File: src/rtl/usbld_pkg.sv
package usbld_pkg;

   typedef enum logic [1:0] {
      SYM_SE0 = 2'd0,
      SYM_J   = 2'd1,
      SYM_K   = 2'd2,
      SYM_SE1 = 2'd3
   } line_sym_t;

   typedef enum logic [1:0] {
      EV_SOP   = 2'd0,
      EV_BIT   = 2'd1,
      EV_STUFF = 2'd2,
      EV_EOP   = 2'd3
   } evt_kind_t;

   typedef enum logic {
      ST_IDLE = 1'b0,
      ST_PKT  = 1'b1
   } dec_state_t;

   localparam int unsigned STUFF_RUN = 6;
   localparam int unsigned RUN_W     = 3;

endpackage

File: src/rtl/usbld_line_class.sv
module usbld_line_class
   import usbld_pkg::*;
#(
   parameter int unsigned SYNC_STAGES = 2
) (
   input  logic      clk,
   input  logic      rst_n,
   input  logic      dp,
   input  logic      dm,
   input  logic      low_speed,
   output line_sym_t sym_q
);

   logic [1:0] lines;
   line_sym_t  sym_d;

   generate
      if (SYNC_STAGES == 0) begin : g_nosync
         assign lines = {dp, dm};
      end else begin : g_sync
         logic [1:0] stg [SYNC_STAGES];
         always_ff @(posedge clk or negedge rst_n) begin
            if (!rst_n) begin
               for (int i = 0; i < SYNC_STAGES; i++) stg[i] <= 2'b00;
            end else begin
               stg[0] <= {dp, dm};
               for (int i = 1; i < SYNC_STAGES; i++) stg[i] <= stg[i-1];
            end
         end
         assign lines = stg[SYNC_STAGES-1];
      end
   endgenerate

   always_comb begin
      unique case (lines)
         2'b00:   sym_d = SYM_SE0;
         2'b11:   sym_d = SYM_SE1;
         2'b10:   sym_d = low_speed ? SYM_K : SYM_J;
         default: sym_d = low_speed ? SYM_J : SYM_K;
      endcase
   end

   always_ff @(posedge clk or negedge rst_n) begin
      if (!rst_n) sym_q <= SYM_J;
      else        sym_q <= sym_d;
   end

endmodule

File: src/rtl/usbld_bit_timer.sv
module usbld_bit_timer
   import usbld_pkg::*;
#(
   parameter int unsigned OSR = 8
) (
   input  logic      clk,
   input  logic      rst_n,
   input  line_sym_t sym,
   output logic      chg,
   output logic      strobe,
   output line_sym_t prev_sym
);

   localparam int unsigned CW = $clog2(OSR);
   localparam logic [CW-1:0] HALF_C = CW'(OSR / 2);
   localparam logic [CW-1:0] LAST_C = CW'(OSR - 1);
   localparam logic [CW-1:0] ONE_C  = CW'(1);

   logic [CW-1:0] phase;

   assign chg    = (sym != prev_sym);
   assign strobe = !chg && (phase == HALF_C);

   always_ff @(posedge clk or negedge rst_n) begin
      if (!rst_n) begin
         phase    <= '0;
         prev_sym <= SYM_J;
      end else begin
         prev_sym <= sym;
         if (chg)                  phase <= ONE_C;
         else if (phase == LAST_C) phase <= '0;
         else                      phase <= phase + ONE_C;
      end
   end

endmodule

File: src/rtl/usbld_unstuff_fsm.sv
module usbld_unstuff_fsm
   import usbld_pkg::*;
(
   input  logic       clk,
   input  logic       rst_n,
   input  line_sym_t  sym,
   input  line_sym_t  prev_sym,
   input  logic       chg,
   input  logic       strobe,
   output logic       evt_valid,
   output logic [1:0] evt_kind,
   output logic       evt_bit,
   output dec_state_t state
);

   localparam logic [RUN_W-1:0] RUN_LIMIT = RUN_W'(STUFF_RUN);
   localparam logic [RUN_W-1:0] RUN_MAX   = '1;

   line_sym_t        nrzi_ref;
   line_sym_t        last_samp;
   logic [RUN_W-1:0] ones;
   logic             is_level;
   logic             dec_bit;

   assign is_level = (sym == SYM_J) || (sym == SYM_K);
   assign dec_bit  = (sym == nrzi_ref);

   always_ff @(posedge clk or negedge rst_n) begin
      if (!rst_n) begin
         state     <= ST_IDLE;
         nrzi_ref  <= SYM_J;
         last_samp <= SYM_J;
         ones      <= '0;
         evt_valid <= 1'b0;
         evt_kind  <= EV_SOP;
         evt_bit   <= 1'b0;
      end else begin
         evt_valid <= 1'b0;
         evt_bit   <= 1'b0;
         unique case (state)
            ST_IDLE: begin
               if (chg && prev_sym == SYM_J && sym == SYM_K) begin
                  evt_valid <= 1'b1;
                  evt_kind  <= EV_SOP;
                  state     <= ST_PKT;
                  nrzi_ref  <= SYM_J;
                  last_samp <= SYM_J;
                  ones      <= '0;
               end
            end
            ST_PKT: begin
               if (strobe) begin
                  last_samp <= sym;
                  if (sym == SYM_J && last_samp == SYM_SE0) begin
                     evt_valid <= 1'b1;
                     evt_kind  <= EV_EOP;
                     state     <= ST_IDLE;
                     nrzi_ref  <= SYM_J;
                     ones      <= '0;
                  end else if (is_level) begin
                     nrzi_ref  <= sym;
                     evt_valid <= 1'b1;
                     if (ones == RUN_LIMIT && !dec_bit) begin
                        evt_kind <= EV_STUFF;
                        ones     <= '0;
                     end else begin
                        evt_kind <= EV_BIT;
                        evt_bit  <= dec_bit;
                        if (!dec_bit)            ones <= '0;
                        else if (ones != RUN_MAX) ones <= ones + 1'b1;
                     end
                  end
               end
            end
            default: state <= ST_IDLE;
         endcase
      end
   end

endmodule

File: src/rtl/usb_line_decoder.sv
module usb_line_decoder
   import usbld_pkg::*;
#(
   parameter int unsigned OSR         = 8,
   parameter int unsigned SYNC_STAGES = 2
) (
   input  logic       clk,
   input  logic       rst_n,
   input  logic       dp,
   input  logic       dm,
   input  logic       low_speed,
   output logic       evt_valid,
   output logic [1:0] evt_kind,
   output logic       evt_bit
);

   generate
      if (OSR < 4) begin : g_bad_osr
         $error("usb_line_decoder: OSR must be at least 4");
      end
      if (SYNC_STAGES > 4) begin : g_bad_sync
         $error("usb_line_decoder: SYNC_STAGES must not exceed 4");
      end
   endgenerate

   line_sym_t  line_sym;
   line_sym_t  prev_line;
   logic       bit_chg;
   logic       bit_strobe;
   dec_state_t dec_state;

   usbld_line_class #(.SYNC_STAGES(SYNC_STAGES)) u_class (
      .clk       (clk),
      .rst_n     (rst_n),
      .dp        (dp),
      .dm        (dm),
      .low_speed (low_speed),
      .sym_q     (line_sym)
   );

   usbld_bit_timer #(.OSR(OSR)) u_timer (
      .clk      (clk),
      .rst_n    (rst_n),
      .sym      (line_sym),
      .chg      (bit_chg),
      .strobe   (bit_strobe),
      .prev_sym (prev_line)
   );

   usbld_unstuff_fsm u_fsm (
      .clk       (clk),
      .rst_n     (rst_n),
      .sym       (line_sym),
      .prev_sym  (prev_line),
      .chg       (bit_chg),
      .strobe    (bit_strobe),
      .evt_valid (evt_valid),
      .evt_kind  (evt_kind),
      .evt_bit   (evt_bit),
      .state     (dec_state)
   );

endmodule

File: config.mk
export PLATFORM = sky130hd
export DESIGN_NAME = usb_line_decoder
export DESIGN_NICKNAME = d
export VERILOG_FILES = /design/src/rtl/usbld_pkg.sv /design/src/rtl/usbld_line_class.sv /design/src/rtl/usbld_bit_timer.sv /design/src/rtl/usbld_unstuff_fsm.sv /design/src/rtl/usb_line_decoder.sv
export SDC_FILE = /design/constraint.sdc
export NUM_CORES = 1
export LEC_CHECK = 0
export BUFFER_PORTS_ARGS = -buffer_cell sky130_fd_sc_hd__buf_4
export CAP_MARGIN = 20
export CORE_ASPECT_RATIO = 1.2
export CORE_UTILIZATION = 61
export DETAILED_ROUTE_END_ITERATION = 7
export PLACE_DENSITY = 0.83
export SLEW_MARGIN = 20
export SYNTH_ARGS = -nofsm -noshare
export SYNTH_HDL_FRONTEND = slang
export SYNTH_HIERARCHICAL = 1
export SYNTH_SLANG_ARGS = --single-unit
File: constraint.sdc
create_clock -name clk -period 3.9 [get_ports clk]
set_input_delay 0.39 -clock clk [delete_from_list [all_inputs] [get_ports clk]]
set_output_delay 0.39 -clock clk [all_outputs]
set_load 0.05 [all_outputs]
# --- Word level (Yosys, flattened, before mapping) ---
# Index checks and enable logic that the tools add are counted.
op_classes:
  add_sub_neg: 2
  mul: 0
  div: 0
  magnitude_cmp: 0
  eq_ne: 15
  n_shift: 0
  n_mux: 39
  bitwise: 1
  n_reduce_logical: 13
op_table:
  columns: ["cell", "count"]
  rows:
  - ["$mux 3", 9]
  - ["$mux 2", 12]
  - ["$pmux 2 s2", 3]
  - ["$mux 1", 11]
  - ["$eq 3x3->1 const B", 3]
  - ["$add 3x1->3 const B", 2]
  - ["$eq 2x2->1 const B", 3]
  - ["$ne 3x3->1 const B", 2]
  - ["$pmux 2 s3", 1]
  - ["$pmux 3 s2", 1]
  - ["$logic_and 1x1->1", 5]
  - ["$ne 5x5->1 const B", 1]
  - ["$eq 2x1->1 const B", 2]
  - ["$logic_not 2->1", 2]
  - ["$pmux 1 s2", 2]
  - ["$reduce_and 4->1", 1]
  - ["$reduce_and 3->1", 1]
  - ["$eq 2x2->1", 1]
  - ["$logic_not 1->1", 2]
  - ["$ne 2x1->1 const B", 1]
  - ["$ne 2x2->1", 1]
  - ["$ne 2x2->1 const B", 1]
  - ["$reduce_and 2->1", 1]
  - ["$logic_or 1x1->1", 1]
  - ["$not 1->1", 1]
word_totals:
  register_bits: 23
  latch_bits: 0
  mem_bits_rw: 0
  rom_bits: 0
  output_inout_bits: 4
  memories: 0

# --- Logic depth before layout (Yosys ltp) ---
depth:
  depth_word: 8
  depth_mapped: 8
  mapped_depth_nobuf: 8

# --- Hierarchy ---
# Netlist, hierarchy kept.
by_module_without_submodules:
  columns: ["module", "instances", "cells_per_inst", "area_per_inst_um2", "seq_area_each_um2"]
  rows:
  - ["usbld_unstuff_fsm", 1, 60, 644.4, 302.8]
  - ["usbld_bit_timer", 1, 19, 230.2, 126.4]
  - ["usbld_line_class", 1, 8, 173.9, 151.4]

# --- Worst setup path after synthesis ---
# No wires, ideal clock.
synth_path:
  path_type: "register to register"
  from: "reg u_class.sym_q[0]"
  to: "reg u_fsm.ones[0]"
  setup_time_ps: 65
  arrival_time_ps: 1828
  required_ps: 3835
  slack_ps: 2007
  stages_incl_launch_ff: 7
  path_buffers: 0
  synth_period_minus_slack_ps: 1893
  path_cell_list: "dfstp_2 xor2_1 nor3_1 nand2_2 or3_1 nor3_2 mux2_4"
synth_between:
  elab_cells_between_ends: 23
synth_lines:
  columns: ["item", "line", "source"]
  rows:
  - ["from (decl)", "usbld_line_class.sv:11", "output line_sym_t sym_q"]
  - ["from (signal assigned)", "usbld_line_class.sv:45", "else sym_q <= sym_d;"]
  - ["$ne 2x2->1", "usbld_bit_timer.sv:21", "assign chg = (sym != prev_sym);"]
  - ["$logic_not 1->1", "usbld_bit_timer.sv:22", "assign strobe = !chg && (phase == HALF_C);"]
  - ["$logic_and 1x1->1", "usbld_bit_timer.sv:22", null]
  - ["net bit_strobe", "usb_line_decoder.sv:29", "logic bit_strobe;"]
  - ["$ne 2x2->1 (no source line)", null, null]
  - ["$reduce_and 4->1 (no source line)", null, null]
  - ["to (signal assigned)", "usbld_unstuff_fsm.sv:70", "else if (ones != RUN_MAX) ones <= ones + 1'b1;"]
  - ["to (decl)", "usbld_unstuff_fsm.sv:21", "logic [RUN_W-1:0] ones;"]
# The timed path passes the listed nets, and every way through them passes these cells. The select of a mux whose other input is x is not followed.
# A chain may end at the register's enable or synchronous reset.

# --- Final worst setup path ---
layout_path:
  from: "reg u_class.sym_q[0]"
  to: "reg u_fsm.ones[1]"
# The elaborated chain is that of the path after synthesis.

==> flow_summary.ini <==
[sta]
relSlewSlack_pct = 72.88
worst_slew_pin_slew_ns = 0.4059
rsz0062_at_grt = no
skew_ns = 0.01043
finalHoldViolCount = 0
finalCriticalPeriod_ns = 2.146
slew_viol_final = 0
finalSetupViolCount = 0
worst_slack_ns = 1.754
period_share_pct = 55.02
fin_setup_tns_ns = 0
clock.fmax_mhz = 466.0

[layout]
fillCellCount = 126
syn_to_final_growth_pct = 11.69
fin_util_pct = 72.22
layout.cells.non_filler = 118
drive_gt1_share_pct = 27.00
final_cell_mix = dfrtp_1 (19), buf_4 (8), inv_1 (8), ha_1 (8), nand2_1 (7)
diodes = 0
final_area_um2 = 1171
final_common_cell = dfrtp_1
layout.nets = 114

[clock_tree]
cts_setup_buffers = 0
clk_pin_slew_worst_paths_ns = 0.13
cts_tree = built
cts_num_sinks = 23
numCtsBuffers = 3
cts_max_path_buffers = 2
hold_buffers = 1
clock-root-buffer = clkbuf_4
htree_levels = 1
clock_latency_ns = 0.30
ctsResizeCount = 0

[floorplan]
ioPinCount = 9
coreArea_um2 = 1622
core.rowCount = 16
start_util_pct = 64.66
fp.dieW_um = 39.85
dieArea_um2 = 1889
die_y_um = 47.42

[yosys]
synth_area_um2 = 1049
syn_area_per_cell_um2 = 12.05
yosysTopAreaCell = dfrtp_1
synth_area_leaders = dfrtp_1 (45%), dfstp_2 (10%), ha_1 (9.5%)
synth_top_area_share_pct = 45.35
synth_seq_cells = 23
synth-seq-area-share_pct = 55.37
yosysWarnings = 6
netlist-cell-type-count = 29
synth_fp_nets = 100
synthCells = 87

[worst_setup_path]
critPathRequiredTime_ns = 4.15
end_kind = register
startpoint_type = register
reg2reg_depth = 6
reg2reg_slack_ns = 1.75
cp.arrival_ns = 2.39
crit_fanout = 7
critical_path_class = register to register

[run]
drv_cap = 0

[detailed_routing]
drc = 0
drt-vias-per-instance = 5.737
dr.pass1.iters = 4
ant_nets = 0
wl_per_cell_um = 14.79
drtIter0Drc = 12
vias = 677
wirelength_um = 1745

[min_path]
worstHoldPathType = primary input to register
hold_depth = 1

[global_routing]
antenna_found_initial = 0
grt_overflow = 0
grt_usage_pct = 23.42
grt_max_degree = 24
grt_pass1_vias = 656
grt_pass1_wl_um = 2856

[placed_design]
routabilityCongestion = 0.9126
pre_cts_ws_ns = 1.811
dpl_cell_area_um2 = 1131
io_buffers = 8
placedCellCount = 113
place_hpwl_um = 1275

[power_and_ir_drop]
irDropWorstVdd_v = 0.0004202
powerDensity_nw_per_um2 = 432.2
leakagePower_nw = 0.5534

[outcome]
status = finished, final reports clean
[layer usage]
metal | GRT usage (%) | vias to the layer above | share of wire, %
met5 | 0 | - | 0
met4 | 8.966 | 0 | 0.74
met3 | 6.047 | 2 | 3.9
met2 | 39.34 | 16 | 52
met1 | 28.89 | 330 | 44
li1 | - | 329 | -
[worst max-delay path, cell delays in order (launching register included)]
cell and delay, ns:
dfstp_2 0.62, xor2_1 0.13, nor3_1 0.35, nand2_2 0.19
or3_1 0.40, nor3_2 0.20, a22o_2 0.19
[worst paths after layout]
path,start,end
worst max-delay path,u_class/sym_q[0],u_fsm/ones[1]
worst min-delay path,dp,u_class/g_sync.stg[3]
worst max register to register,u_class/sym_q[0],u_fsm/ones[1]
worst min register to register,u_class/g_sync.stg[3],u_class/lines[1]
max in group asynchronous,rst_n,u_fsm/last_samp[0]
min in group asynchronous,rst_n,u_timer/prev_sym[1]
[cells by family (layout without fill, tap and decap cells)]
logic type / after synthesis / in the layout / synth area share [%]
DFF: 23 / 23 / 55.37
AOI/OAI and AO/OA: 13 / 13 / 10.14
buffers and inverters: 8 / 21 / 2.864
and+or+nand+nor: 28 / 28 / 15.16
muxes: 3 / 3 / 3.579
xor gates and xnor gates: 4 / 4 / 3.342
adders and majority gates: 8 / 8 / 9.547
[cells in the mapped netlist (all sizes together)]
cell,instances
o21ai,3
mux2,3
xnor2,2
o22ai,1
a22o,2
nor3,4
nor2,3
or3b,1
ha,8
inv,8
nor3b,2
a41oi,2
xor2,2
o32ai,1
dfstp,4
dfrtp,19
nand2,8
or2,2
nand3,3
or3,2
nand4,1
nor4b,1
a21oi,4
and4,1
[state kept, by name, summed over array words and instances (netlist names)]
register	count
u_class/g_sync.stg	2
u_class/lines	2
u_class/sym_q	2
u_fsm/evt_bit	1
u_fsm/evt_kind	2
u_fsm/evt_valid	1
u_fsm/last_samp	2
u_fsm/nrzi_ref	2
u_fsm/ones	3
u_fsm/state	1
u_timer/phase	3
u_timer/prev_sym	2
[power by group]
group          total [W]  internal (W)  switching [W]
logic          0.0000971     0.0000403      0.0000567
clock network   0.000107     0.0000390      0.0000680
registers       0.000302      0.000275      0.0000271
total           0.000506      0.000354       0.000152
[through the flow]
stage / total power (W) / hold WS (ns)
finish: 0.0005061 / 0.1806
global route: 0.0005358 / 0.1483
CTS: 0.0005091 / 0.1692
detailed placement: 0.0004009 / 0.2906
global placement: 0.0003956 / 0.2891
floorplan: 0.0003689 / 0.09441
[area by class of cell]
class | instances | area (um2) | area share, %
sequential | 23 | 580.6 | 49.57
inverter | 8 | 30.03 | 2.564
multi-input combinational | 56 | 437.9 | 37.39
tap | 18 | 22.52 | 1.923
clock buffer | 3 | 22.52 | 1.923
clock inverter | 1 | 7.507 | 0.6410
timing repair buffer | 9 | 70.07 | 5.983
Note: power is estimated with default switching activity, not from simulation.
